===== src/rtl/ivr_pkg.sv =====
package ivr_pkg;
  localparam int ENTRY_W = 128;
  localparam int REG_W   = 32;

  typedef struct packed {
    logic [7:0]  src;
    logic [27:0] data;
    logic [7:0]  ring;
    logic [7:0]  vmid;
    logic [15:0] pasid;
  } ivr_event_t;

  localparam int EVT_W = $bits(ivr_event_t);

  localparam logic [2:0] A_CTRL  = 3'd0;
  localparam logic [2:0] A_RING  = 3'd1;
  localparam logic [2:0] A_BASE  = 3'd2;
  localparam logic [2:0] A_WPTR  = 3'd3;
  localparam logic [2:0] A_RPTR  = 3'd4;
  localparam logic [2:0] A_WBADR = 3'd5;

  localparam int B_RING_EN = 0;
  localparam int B_SIZE_LO = 1;
  localparam int SIZE_W    = 5;
  localparam int B_OVF_DET = 6;
  localparam int B_OVF_CLR = 7;
  localparam int B_WB_EN   = 8;

  function automatic logic [ENTRY_W-1:0] pack_entry(input ivr_event_t e);
    logic [ENTRY_W-1:0] v;
    v = '0;
    v[7:0]   = e.src;
    v[59:32] = e.data;
    v[71:64] = e.ring;
    v[79:72] = e.vmid;
    v[95:80] = e.pasid;
    return v;
  endfunction
endpackage


===== src/rtl/ivr_fifo.sv =====
module ivr_fifo #(
  parameter int W     = 68,
  parameter int DEPTH = 4
) (
  input  logic         clk,
  input  logic         rst,
  input  logic         in_valid,
  output logic         in_ready,
  input  logic [W-1:0] in_data,
  output logic         out_valid,
  input  logic         out_pop,
  output logic [W-1:0] out_data
);
  localparam int AW = (DEPTH > 1) ? $clog2(DEPTH) : 1;

  logic [W-1:0]  store [DEPTH];
  logic [AW-1:0] wr_idx, rd_idx;
  logic [AW:0]   count;
  logic          push, pop;

  assign in_ready  = (count != (AW+1)'(DEPTH));
  assign out_valid = (count != '0);
  assign push      = in_valid && in_ready;
  assign pop       = out_pop && out_valid;
  assign out_data  = store[rd_idx];

  always_ff @(posedge clk) begin
    if (push) store[wr_idx] <= in_data;
  end

  always_ff @(posedge clk) begin
    if (rst) begin
      wr_idx <= '0;
      rd_idx <= '0;
      count  <= '0;
    end else begin
      if (push) wr_idx <= (wr_idx == AW'(DEPTH-1)) ? '0 : wr_idx + 1'b1;
      if (pop)  rd_idx <= (rd_idx == AW'(DEPTH-1)) ? '0 : rd_idx + 1'b1;
      case ({push, pop})
        2'b10:   count <= count + 1'b1;
        2'b01:   count <= count - 1'b1;
        default: count <= count;
      endcase
    end
  end

  p_fifo_bound_r11: assert property (@(posedge clk) disable iff (rst)
    count <= (AW+1)'(DEPTH));
  p_fifo_nopush_full_r11: assert property (@(posedge clk) disable iff (rst)
    (count == (AW+1)'(DEPTH) && !pop) |=> count == (AW+1)'(DEPTH));
endmodule


===== src/rtl/ivr_regs.sv =====
module ivr_regs
  import ivr_pkg::*;
#(
  parameter int PTR_W  = 20,
  parameter int ADDR_W = 32
) (
  input  logic              clk,
  input  logic              rst,
  input  logic              wr_en,
  input  logic [2:0]        addr,
  input  logic [REG_W-1:0]  wdata,
  input  logic [REG_W-1:0]  wptr_word,
  input  logic [PTR_W-1:0]  rptr,
  output logic              active,
  output logic [SIZE_W-1:0] size_log2,
  output logic              ovf_det_en,
  output logic              wb_en,
  output logic              ovf_clr,
  output logic [ADDR_W-1:0] base,
  output logic [ADDR_W-1:0] wb_addr,
  output logic              wptr_wr,
  output logic              rptr_wr,
  output logic [PTR_W-1:0]  ptr_wdata,
  output logic [REG_W-1:0]  rdata
);
  logic irq_en, ring_en;
  logic [REG_W-1:0] ring_word, next_rdata;

  assign active    = irq_en && ring_en;
  assign ovf_clr   = wr_en && (addr == A_RING) && wdata[B_OVF_CLR];
  assign wptr_wr   = wr_en && (addr == A_WPTR);
  assign rptr_wr   = wr_en && (addr == A_RPTR);
  assign ptr_wdata = wdata[PTR_W-1:0];

  always_comb begin
    ring_word = '0;
    ring_word[B_RING_EN] = ring_en;
    ring_word[B_SIZE_LO +: SIZE_W] = size_log2;
    ring_word[B_OVF_DET] = ovf_det_en;
    ring_word[B_WB_EN] = wb_en;
  end

  always_comb begin
    case (addr)
      A_CTRL:  next_rdata = {{(REG_W-1){1'b0}}, irq_en};
      A_RING:  next_rdata = ring_word;
      A_BASE:  next_rdata = REG_W'(base);
      A_WPTR:  next_rdata = wptr_word;
      A_RPTR:  next_rdata = REG_W'(rptr);
      A_WBADR: next_rdata = REG_W'(wb_addr);
      default: next_rdata = '0;
    endcase
  end

  always_ff @(posedge clk) begin
    if (rst) begin
      irq_en     <= 1'b0;
      ring_en    <= 1'b0;
      size_log2  <= '0;
      ovf_det_en <= 1'b0;
      wb_en      <= 1'b0;
      base       <= '0;
      wb_addr    <= '0;
      rdata      <= '0;
    end else begin
      rdata <= next_rdata;
      if (wr_en) begin
        case (addr)
          A_CTRL: irq_en <= wdata[0];
          A_RING: begin
            ring_en    <= wdata[B_RING_EN];
            size_log2  <= wdata[B_SIZE_LO +: SIZE_W];
            ovf_det_en <= wdata[B_OVF_DET];
            wb_en      <= wdata[B_WB_EN];
          end
          A_BASE:  base    <= wdata[ADDR_W-1:0];
          A_WBADR: wb_addr <= wdata[ADDR_W-1:0];
          default: ;
        endcase
      end
    end
  end
endmodule


===== src/rtl/ivr_engine.sv =====
module ivr_engine
  import ivr_pkg::*;
#(
  parameter int PTR_W  = 20,
  parameter int ADDR_W = 32
) (
  input  logic               clk,
  input  logic               rst,
  input  logic               active,
  input  logic [SIZE_W-1:0]  size_log2,
  input  logic               ovf_det_en,
  input  logic               wb_en,
  input  logic               ovf_clr,
  input  logic [ADDR_W-1:0]  base,
  input  logic [ADDR_W-1:0]  wb_addr_cfg,
  input  logic               wptr_wr,
  input  logic               rptr_wr,
  input  logic [PTR_W-1:0]   ptr_wdata,
  input  logic               ev_valid,
  input  ivr_event_t         ev,
  output logic               ev_pop,
  output logic               mem_wr_en,
  output logic [ADDR_W-1:0]  mem_addr,
  output logic [ENTRY_W-1:0] mem_wdata,
  output logic               wb_wr_en,
  output logic [ADDR_W-1:0]  wb_addr,
  output logic [REG_W-1:0]   wb_wdata,
  output logic [REG_W-1:0]   wptr_word,
  output logic [PTR_W-1:0]   rptr_o,
  output logic               irq
);
  localparam logic [PTR_W-1:0] STEP = PTR_W'(16);

  logic [PTR_W-1:0] wptr_q, rptr_q, ring_bytes, ptr_mask, align_mask, nxt;
  logic             flag_q, wb_pend, commit;

  assign ring_bytes = PTR_W'(4) << size_log2;
  assign ptr_mask   = ring_bytes - 1'b1;
  assign align_mask = ptr_mask & ~PTR_W'(15);
  assign nxt        = (wptr_q + STEP) & ptr_mask;
  assign ev_pop     = ev_valid && (!active || !wb_pend);
  assign commit     = active && ev_valid && !wb_pend;
  assign wptr_word  = {flag_q, {(REG_W-1-PTR_W){1'b0}}, wptr_q};
  assign rptr_o     = rptr_q;

  always_ff @(posedge clk) begin
    if (rst) begin
      wptr_q    <= '0;
      rptr_q    <= '0;
      wb_pend   <= 1'b0;
      mem_wr_en <= 1'b0;
      mem_addr  <= '0;
      mem_wdata <= '0;
      wb_wr_en  <= 1'b0;
      wb_addr   <= '0;
      wb_wdata  <= '0;
      irq       <= 1'b0;
    end else begin
      mem_wr_en <= 1'b0;
      wb_wr_en  <= 1'b0;
      irq       <= active && ((wptr_q != rptr_q) || flag_q);
      if (!active) begin
        wptr_q  <= '0;
        rptr_q  <= '0;
        wb_pend <= 1'b0;
      end else begin
        if (rptr_wr) rptr_q <= ptr_wdata & align_mask;
        if (wptr_wr) wptr_q <= ptr_wdata & align_mask;
        if (wb_pend) begin
          wb_wr_en <= 1'b1;
          wb_addr  <= wb_addr_cfg;
          wb_wdata <= wptr_word;
          wb_pend  <= 1'b0;
        end else if (ev_valid) begin
          mem_wr_en <= 1'b1;
          mem_addr  <= base + ADDR_W'(wptr_q);
          mem_wdata <= pack_entry(ev);
          wptr_q    <= nxt;
          wb_pend   <= wb_en;
        end
      end
    end
  end

  always_ff @(posedge clk) begin
    if (rst) flag_q <= 1'b0;
    else if (commit && ovf_det_en && (nxt == rptr_q)) flag_q <= 1'b1;
    else if (ovf_clr) flag_q <= 1'b0;
  end

  p_no_write_off_r10: assert property (@(posedge clk) disable iff (rst)
    mem_wr_en |-> $past(active));
  p_ptr_zero_off_r10: assert property (@(posedge clk) disable iff (rst)
    !active |=> (wptr_q == '0 && rptr_q == '0));
  p_flag_sticky_r8: assert property (@(posedge clk) disable iff (rst)
    (flag_q && !ovf_clr) |=> flag_q);
  p_wb_follows_r9: assert property (@(posedge clk) disable iff (rst)
    wb_wr_en |-> $past(mem_wr_en));
  p_irq_off_r5: assert property (@(posedge clk) disable iff (rst)
    !active |=> !irq);
  p_rptr_kept_r6: assert property (@(posedge clk) disable iff (rst)
    (active && !rptr_wr) |=> $stable(rptr_q));
endmodule


===== src/rtl/ivr_writer.sv =====
module ivr_writer
  import ivr_pkg::*;
#(
  parameter int PTR_W      = 20,
  parameter int ADDR_W     = 32,
  parameter int FIFO_DEPTH = 4
) (
  input  logic               clk,
  input  logic               rst,
  input  logic               ev_valid,
  output logic               ev_ready,
  input  logic [7:0]         ev_src_id,
  input  logic [27:0]        ev_data,
  input  logic [7:0]         ev_ring_id,
  input  logic [7:0]         ev_vmid,
  input  logic [15:0]        ev_pasid,
  input  logic               reg_wr_en,
  input  logic [2:0]         reg_addr,
  input  logic [31:0]        reg_wdata,
  output logic [31:0]        reg_rdata,
  output logic               mem_wr_en,
  output logic [ADDR_W-1:0]  mem_addr,
  output logic [127:0]       mem_wdata,
  output logic               wb_wr_en,
  output logic [ADDR_W-1:0]  wb_addr,
  output logic [31:0]        wb_wdata,
  output logic               irq
);
  ivr_event_t in_ev, q_ev;
  logic [EVT_W-1:0] q_bits;
  logic q_valid, q_pop;
  logic active, ovf_det_en, wb_en, ovf_clr, wptr_wr, rptr_wr;
  logic [SIZE_W-1:0] size_log2;
  logic [ADDR_W-1:0] base, wb_addr_cfg;
  logic [PTR_W-1:0]  ptr_wdata, rptr;
  logic [REG_W-1:0]  wptr_word;

  assign in_ev = '{src: ev_src_id, data: ev_data, ring: ev_ring_id,
                   vmid: ev_vmid, pasid: ev_pasid};
  assign q_ev  = ivr_event_t'(q_bits);

  ivr_fifo #(.W(EVT_W), .DEPTH(FIFO_DEPTH)) u_fifo (
    .clk(clk), .rst(rst),
    .in_valid(ev_valid), .in_ready(ev_ready), .in_data(in_ev),
    .out_valid(q_valid), .out_pop(q_pop), .out_data(q_bits)
  );

  ivr_regs #(.PTR_W(PTR_W), .ADDR_W(ADDR_W)) u_regs (
    .clk(clk), .rst(rst),
    .wr_en(reg_wr_en), .addr(reg_addr), .wdata(reg_wdata),
    .wptr_word(wptr_word), .rptr(rptr),
    .active(active), .size_log2(size_log2), .ovf_det_en(ovf_det_en),
    .wb_en(wb_en), .ovf_clr(ovf_clr), .base(base), .wb_addr(wb_addr_cfg),
    .wptr_wr(wptr_wr), .rptr_wr(rptr_wr), .ptr_wdata(ptr_wdata),
    .rdata(reg_rdata)
  );

  ivr_engine #(.PTR_W(PTR_W), .ADDR_W(ADDR_W)) u_engine (
    .clk(clk), .rst(rst),
    .active(active), .size_log2(size_log2), .ovf_det_en(ovf_det_en),
    .wb_en(wb_en), .ovf_clr(ovf_clr), .base(base), .wb_addr_cfg(wb_addr_cfg),
    .wptr_wr(wptr_wr), .rptr_wr(rptr_wr), .ptr_wdata(ptr_wdata),
    .ev_valid(q_valid), .ev(q_ev), .ev_pop(q_pop),
    .mem_wr_en(mem_wr_en), .mem_addr(mem_addr), .mem_wdata(mem_wdata),
    .wb_wr_en(wb_wr_en), .wb_addr(wb_addr), .wb_wdata(wb_wdata),
    .wptr_word(wptr_word), .rptr_o(rptr), .irq(irq)
  );
endmodule


===== config.mk =====
export PLATFORM = sky130hd
export DESIGN_NAME = ivr_writer
export DESIGN_NICKNAME = d
export VERILOG_FILES = /design/src/rtl/ivr_pkg.sv /design/src/rtl/ivr_fifo.sv /design/src/rtl/ivr_regs.sv /design/src/rtl/ivr_engine.sv /design/src/rtl/ivr_writer.sv
export SDC_FILE = /design/constraint.sdc
export NUM_CORES = 1
export LEC_CHECK = 0
export ABC_AREA = 1
export BUFFER_PORTS_ARGS = -buffer_cell sky130_fd_sc_hd__buf_2
export CORE_MARGIN = 4
export CORE_UTILIZATION = 61
export DETAILED_ROUTE_END_ITERATION = 10
export PLACE_DENSITY = 0.92
export SYNTH_ARGS = -nofsm -noshare
export SYNTH_HDL_FRONTEND = slang
export SYNTH_SLANG_ARGS = --single-unit

===== constraint.sdc =====
create_clock -name clk -period 9 [get_ports clk]
set_input_delay 1.35 -clock clk [delete_from_list [all_inputs] [get_ports clk]]
set_output_delay 1.35 -clock clk [all_outputs]
set_load 0.03 [all_outputs]

======== After elaboration in Yosys (flattened, before gate mapping) ========
Memory sizes are Yosys's and may differ from the RTL's. A register that Yosys moved wholly into a read port is not among the register bits.
Index checks and enable logic that the tools add are counted.
word-level totals
  flip-flop bits (word level) ............. 242
  memory bits (writable) .................. 272
  input bits .............................. 107
  output and inout bits ................... 260
  memories kept ........................... 1
operators by class
  add/subtract/negate cells ............... 7
  eq/ne operators ......................... 12
  shift operators ......................... 1
  mux-type cells .......................... 13
  bitwise operators ....................... 5
  reduce and logical (&&, ||, !) cells .... 30
memories
  name          depth  bits a word  rd ports  clocked after Yosys merged registers in  write ports  line            source
  u_fifo.store  4      68           1         1                                        1            ivr_fifo.sv:16  logic [W-1:0] store [DEPTH];
operators with widths
  operator               count
  $pmux 32 s6            1
  $mux 20                3
  $and 20x20->20         2
  $add 32x20->32         1
  $add 20x5->20 const B  1
  $eq 20x20->1           1
  $ne 20x20->1           1
  $shl 3x5->20 const A   1
  $sub 20x1->20 const B  1
  $logic_and 1x1->1      13
  $reduce_and 2->1       5
  $eq 2x2->1 const B     3
  $eq 3x2->1 const B     2
  $eq 3x3->1 const B     2
  $mux 1                 6
  $pmux 3 s2             1
  $add 2x1->2 const B    2
  $mux 2                 2
  $reduce_bool 2->1      2
  $reduce_or 4->1        1
  $add 3x1->3 const B    1
  $eq 3x1->1 const B     1
  $logic_not 3->1        1
  $ne 3x3->1 const B     1
  9 further kinds        13

======== Depth between registers and ports, before layout ========
  word-level depth ........................ 7
  mapped depth ............................ 19

======== Hierarchy ========
Synthesis repeated with hierarchy kept, for this count alone.
second synthesis, totals
  cells, all modules ...................... 2817
  area total of the unflattened synthesis .. 25220.4 um^2
modules (own cells, without submodules)
  module      instances  cells each  area an instance (um^2)  sequential area each (um^2)
  ivr_fifo    1          727         10556.4                  8348.0
  ivr_engine  1          1444        10124.7                  3883.7
  ivr_regs    1          646         4539.4                   2102.0

======== Worst setup path before layout ========
OpenSTA, ideal clock, no wires.
  path type ............................... in2reg
  from .................................... input ev_valid
  to ...................................... memory u_fifo.store[0][0], enable pin
  library setup time ...................... 0.495 ns
  arrival time ............................ 4.387 ns
  required time ........................... 8.505 ns
  path slack .............................. 4.118 ns
  stages on the path ...................... 2
  path through ............................ nand2_1 -> nor2_1
on the way
  cells in the longest elaborated chain, start to end .. 3
ends and longest elaborated chain
  item                          line              source
  start, declared               ivr_writer.sv:10  input logic ev_valid,
  $logic_and 1x1->1             ivr_fifo.sv:23    assign push = in_valid && in_ready;
  $mux 1                        ivr_fifo.sv:28    if (push) store[wr_idx] <= in_data;
  $mux 1 (not written as such)  ivr_fifo.sv:28
  end, declared                 ivr_fifo.sv:16
No other way between the ends.

======== Worst setup path after layout ========
  from .................................... register u_regs.irq_en
  to ...................................... register u_fifo.count[1]
on the way
  cells in the longest elaborated chain, start to end .. 7
ends and longest elaborated chain
  item                                             line              source
  start, declared                                  ivr_regs.sv:26    logic irq_en, ring_en;
  start signal, assigned                           ivr_regs.sv:69    A_CTRL: irq_en <= wdata[0];
  $logic_and 1x1->1 (*)                            ivr_regs.sv:29    assign active = irq_en && ring_en;
  $logic_not 1->1 (*)                              ivr_engine.sv:41  assign ev_pop = ev_valid && (!active || !wb_pend);
  $logic_or 1x1->1 (*)                             ivr_engine.sv:41
  $logic_and 1x1->1 (*)                            ivr_engine.sv:41
  $logic_and 1x1->1 (*)                            ivr_fifo.sv:24    assign pop = out_pop && out_valid;
  named net u_fifo.pop                             ivr_fifo.sv:19    logic push, pop;
  $eq 2x1->1 or $eq 2x2->1 (tied branches)         ivr_fifo.sv:39    case ({push, pop})
  $pmux 3 s2 or $reduce_bool 2->1 (tied branches)  --
  end signal, assigned                             ivr_fifo.sv:40    2'b10: count <= count + 1'b1;
  end signal, assigned                             ivr_fifo.sv:41    2'b01: count <= count - 1'b1;
  end signal, assigned                             ivr_fifo.sv:42    default: count <= count;
  end, declared                                    ivr_fifo.sv:18    logic [AW:0] count;
The timed path passes the listed nets; every way through them passes the cells marked *.
A chain may end at the register's enable or synchronous reset.

==> flow_metrics.tcl <==
set metrics [dict create \
    hpwl_um 49180 \
    power_switching_uw 1992 \
    fin_skew_ps 26.93 \
    vias 21205 \
    tightestPinTransition_ps 1267 \
    htree_levels 2 \
    grt_util_all_layers 0.3442 \
    ys.flop_type "dfxtp_1" \
    cp.arrival_ps 4050 \
    power.density_nw_per_um2 240.3 \
    grt_max_degree 114 \
    p_int_uw 4682 \
    syn-cell-area_um2 24320 \
    die_y_um 207.7 \
    dp.cells 3312 \
    synth-compound-area-share 0.1635 \
    max_stage_delay_ps 720 \
    grt_pass1_vias 20039 \
    leakage_uw 0.01105 \
    boundaryPins 367 \
    grt_pass1_wl_um 117700 \
    cp_max_fo 55 \
    netlist_top_cells_area "edfxtp_1, dfxtp_1, o21ai_0" \
    hold_violations 0 \
    worstPathRequired_ps 9560 \
    critPathCaptureType "flip-flop" \
    layout-drive-gt1-share 0.1549 \
    place.port_buffers 295 \
    timing.rr.start "u_regs.irq_en" \
    cts_root_buf "clkbuf_16" \
    maxCapViolCount 0 \
    min_from "u_engine.wb_wdata[31]" \
    die_x_um 207.7 \
    post_cts_resized 0 \
    clkSlewWorstSetupHoldPaths_ps 70 \
    start_kind "flip-flop" \
    cp_cell_sequence "nand2_1 -> inv_2 -> buf_4 -> nand2_2 -> nand2_1 -> inv_1 -> ha_1 -> inv_1 -> fa_1 -> nor2_1 -> a21oi_1 -> nor2_1" \
    wl_um 78590 \
    rows 72 \
    first_pass_iters 6 \
    synth_top_family_by_area "compound AO/OA/AOI/OAI gates" \
    synthMuxAreaShare 0 \
    fmax_mhz 286.7 \
    antenna_found_initial 7 \
    fin_crit_ps 3488 \
    postCtsSetupBuffers 0 \
    start_util 0.6234 \
    path_buf_inv 4 \
    place.gp.congestion 1.063 \
    clockPowerShare 0.382 \
    min_path_type "flip-flop to flip-flop" \
    coreArea_um2 39010 \
    ctsLongestPathBuffers 3 \
    synth_largest_area_cell "edfxtp_1" \
    overflow 0 \
    synth-simple-area-share 0.1488 \
    instances_no_fill 3421 \
    synthAdderAreaFrac 0.01605 \
    fin_tns_setup_ps 0 \
    rsz0062_at_grt "false" \
    synth-xor-area-share 0.009004 \
    p_sw_frac 0.2984 \
    seqPwrFrac 0.446 \
    status "finished clean" \
    drc 0 \
    synth-seq-area-share 0.5878 \
    yosys_warnings 0 \
    drv_slew 0 \
    peakVddDrop_mv 0.2583 \
    fin_crit_sh 0.3876 \
    wire_per_inst_um 22.97 \
    fill_cells 2711 \
    cts_buffers 55 \
    syn_avg_cell_area_um2 9.232 \
    final_antenna_net_count 0 \
    yosysUniqueCellTypes 52 \
    synthArstFlopShare 0 \
    cts_tree "done" \
    slowest_stage "nand2_2" \
    area_growth_pct 14.20 \
    viasPerCell 6.198 \
    synthCells 2634 \
    slew_headroom 0.1543 \
    synth_top_area_frac 0.3359 \
    insertion_delay_ps 640 \
    power_frac_comb 0.172 \
    setup_violations 0 \
    first_iter_violations 2833 \
    clock-sinks 578 \
    die-area_um2 43120 \
    crit_family "simple AND/OR/NAND/NOR gates" \
    nets 2988 \
    synth-edff-count 272 \
    ys_seq_elements 578 \
    hold_buffers 0 \
    worstSetupStartpoint "u_regs.irq_en" \
    critPathKind "flip-flop to flip-flop" \
]
cells in the mapped netlist (10+ instances only):
| master | n |
|---|---|
| nand2_1 | 281 |
| nor2_1 | 413 |
| clkbuf_1 | 126 |
| inv_1 | 166 |
| buf_2 | 15 |
| o21bai_1 | 15 |
| a221oi_1 | 19 |
| dfxtp_1 | 306 |
| o22ai_1 | 91 |
| nand3_1 | 128 |
| nand4_1 | 11 |
| xnor2_1 | 11 |
| o21ai_0 | 350 |
| edfxtp_1 | 272 |
| a211oi_1 | 10 |
| nor3_1 | 12 |
| a21oi_1 | 204 |
| o211ai_1 | 10 |
| xor2_1 | 14 |
| ha_1 | 28 |
| buf_4 | 72 |
logic make-up after synthesis:
logic type / after synthesis
fa+ha+maj: 30
xor+xnor: 25
flops: 578
other cells: 1
simple gates: 876
compound gates: 726
buf+inv: 398
worst register-to-register path: stages (launching register included):
cell and delay [ps]:
dfxtp_1 360, nand2_1 110, inv_2 180, buf_4 480
nand2_2 750, nand2_1 490, inv_1 100, ha_1 200
inv_1 100, fa_1 410, nor2_1 100, a21oi_1 60
nor2_1 90
final cells by class:
type / count / area [µm²] / share of cell area
antenna: 5 / 12.51 / 0.0004506
clock buffer: 67 / 1493 / 0.05375
clock inverter: 37 / 520.5 / 0.01874
inverter: 173 / 656.9 / 0.02365
multi-input combinational: 1728 / 8513 / 0.3066
sequential: 578 / 14300 / 0.5149
tap: 518 / 648.1 / 0.02334
timing repair buffer: 315 / 1627 / 0.05857
placed cells by master (no fill, tap or decap), drive strengths merged, types with 12 or more instances in the layout:
master    n
a221oi   19
ha       28
buf     315
nand3   130
dfxtp   306
clkinv   24
clkbuf   67
xor2     14
inv     170
a21oi   204
o21bai   16
edfxtp  272
nor2    424
nand2   288
nor3     12
o22ai    91
conb     71
o21ai   354
metrics by stage:
step           cell area [µm²]    util  hold WS [ps]  power (µW)  worst slack, ps
2_1_floorplan            24580       -         430.4        3791             4118
3_3_place_gp             25740  0.6600         445.2        4019             5330
3_5_place_dp             25740  0.6600         451.1        4088             5213
4_1_cts                  27760  0.7116         459.4        6633             5595
5_1_grt                  27770  0.7118         473.3        6875             5254
6_report                 27770  0.7119         457.4        6674             5512
sequential cells by signal, indices dropped and copies added, names as in the netlist, 2 cells and up:
signal / cells
u_engine.wb_addr: 32
u_fifo.rd_idx: 2
u_regs.size_log2: 5
u_regs.rdata: 32
u_regs.base: 32
u_fifo.count: 3
u_fifo.wr_idx: 2
u_engine.rptr_o: 16
u_engine.wptr_q: 20
u_engine.mem_wdata: 68
u_fifo.store: 272
u_engine.wb_wdata: 21
u_engine.mem_addr: 32
u_regs.wb_addr: 32
per-layer routing:
metal	vias to the layer above	wire length, µm	global-route usage
li1	9353	-	-
met1	9910	28260	0.4454
met2	1650	36090	0.5481
met3	286	10040	0.09717
met4	6	4152	0.1477
met5	-	41	0
power by group through the flow:
stage                     clock network (µW)  logic (µW)  registers (µW)
after detailed placement                   0        1060            3030
after global placement                     0        1000            3010
after floorplan                            0         783            3010
after global routing                    2660        1230            2980
after CTS                               2550        1110            2970
final                                   2550        1140            2980
path summary, 6_finish.rpt:
path	slack, ps	to	depth (start not counted)
max	5510	u_fifo.count[1]	12
min	460	u_engine.wb_wdata[31]	2
max reg2reg	5510	u_fifo.count[1]	12
min reg2reg	460	u_engine.wb_wdata[31]	2
Power figures use the tool's default switching activity.
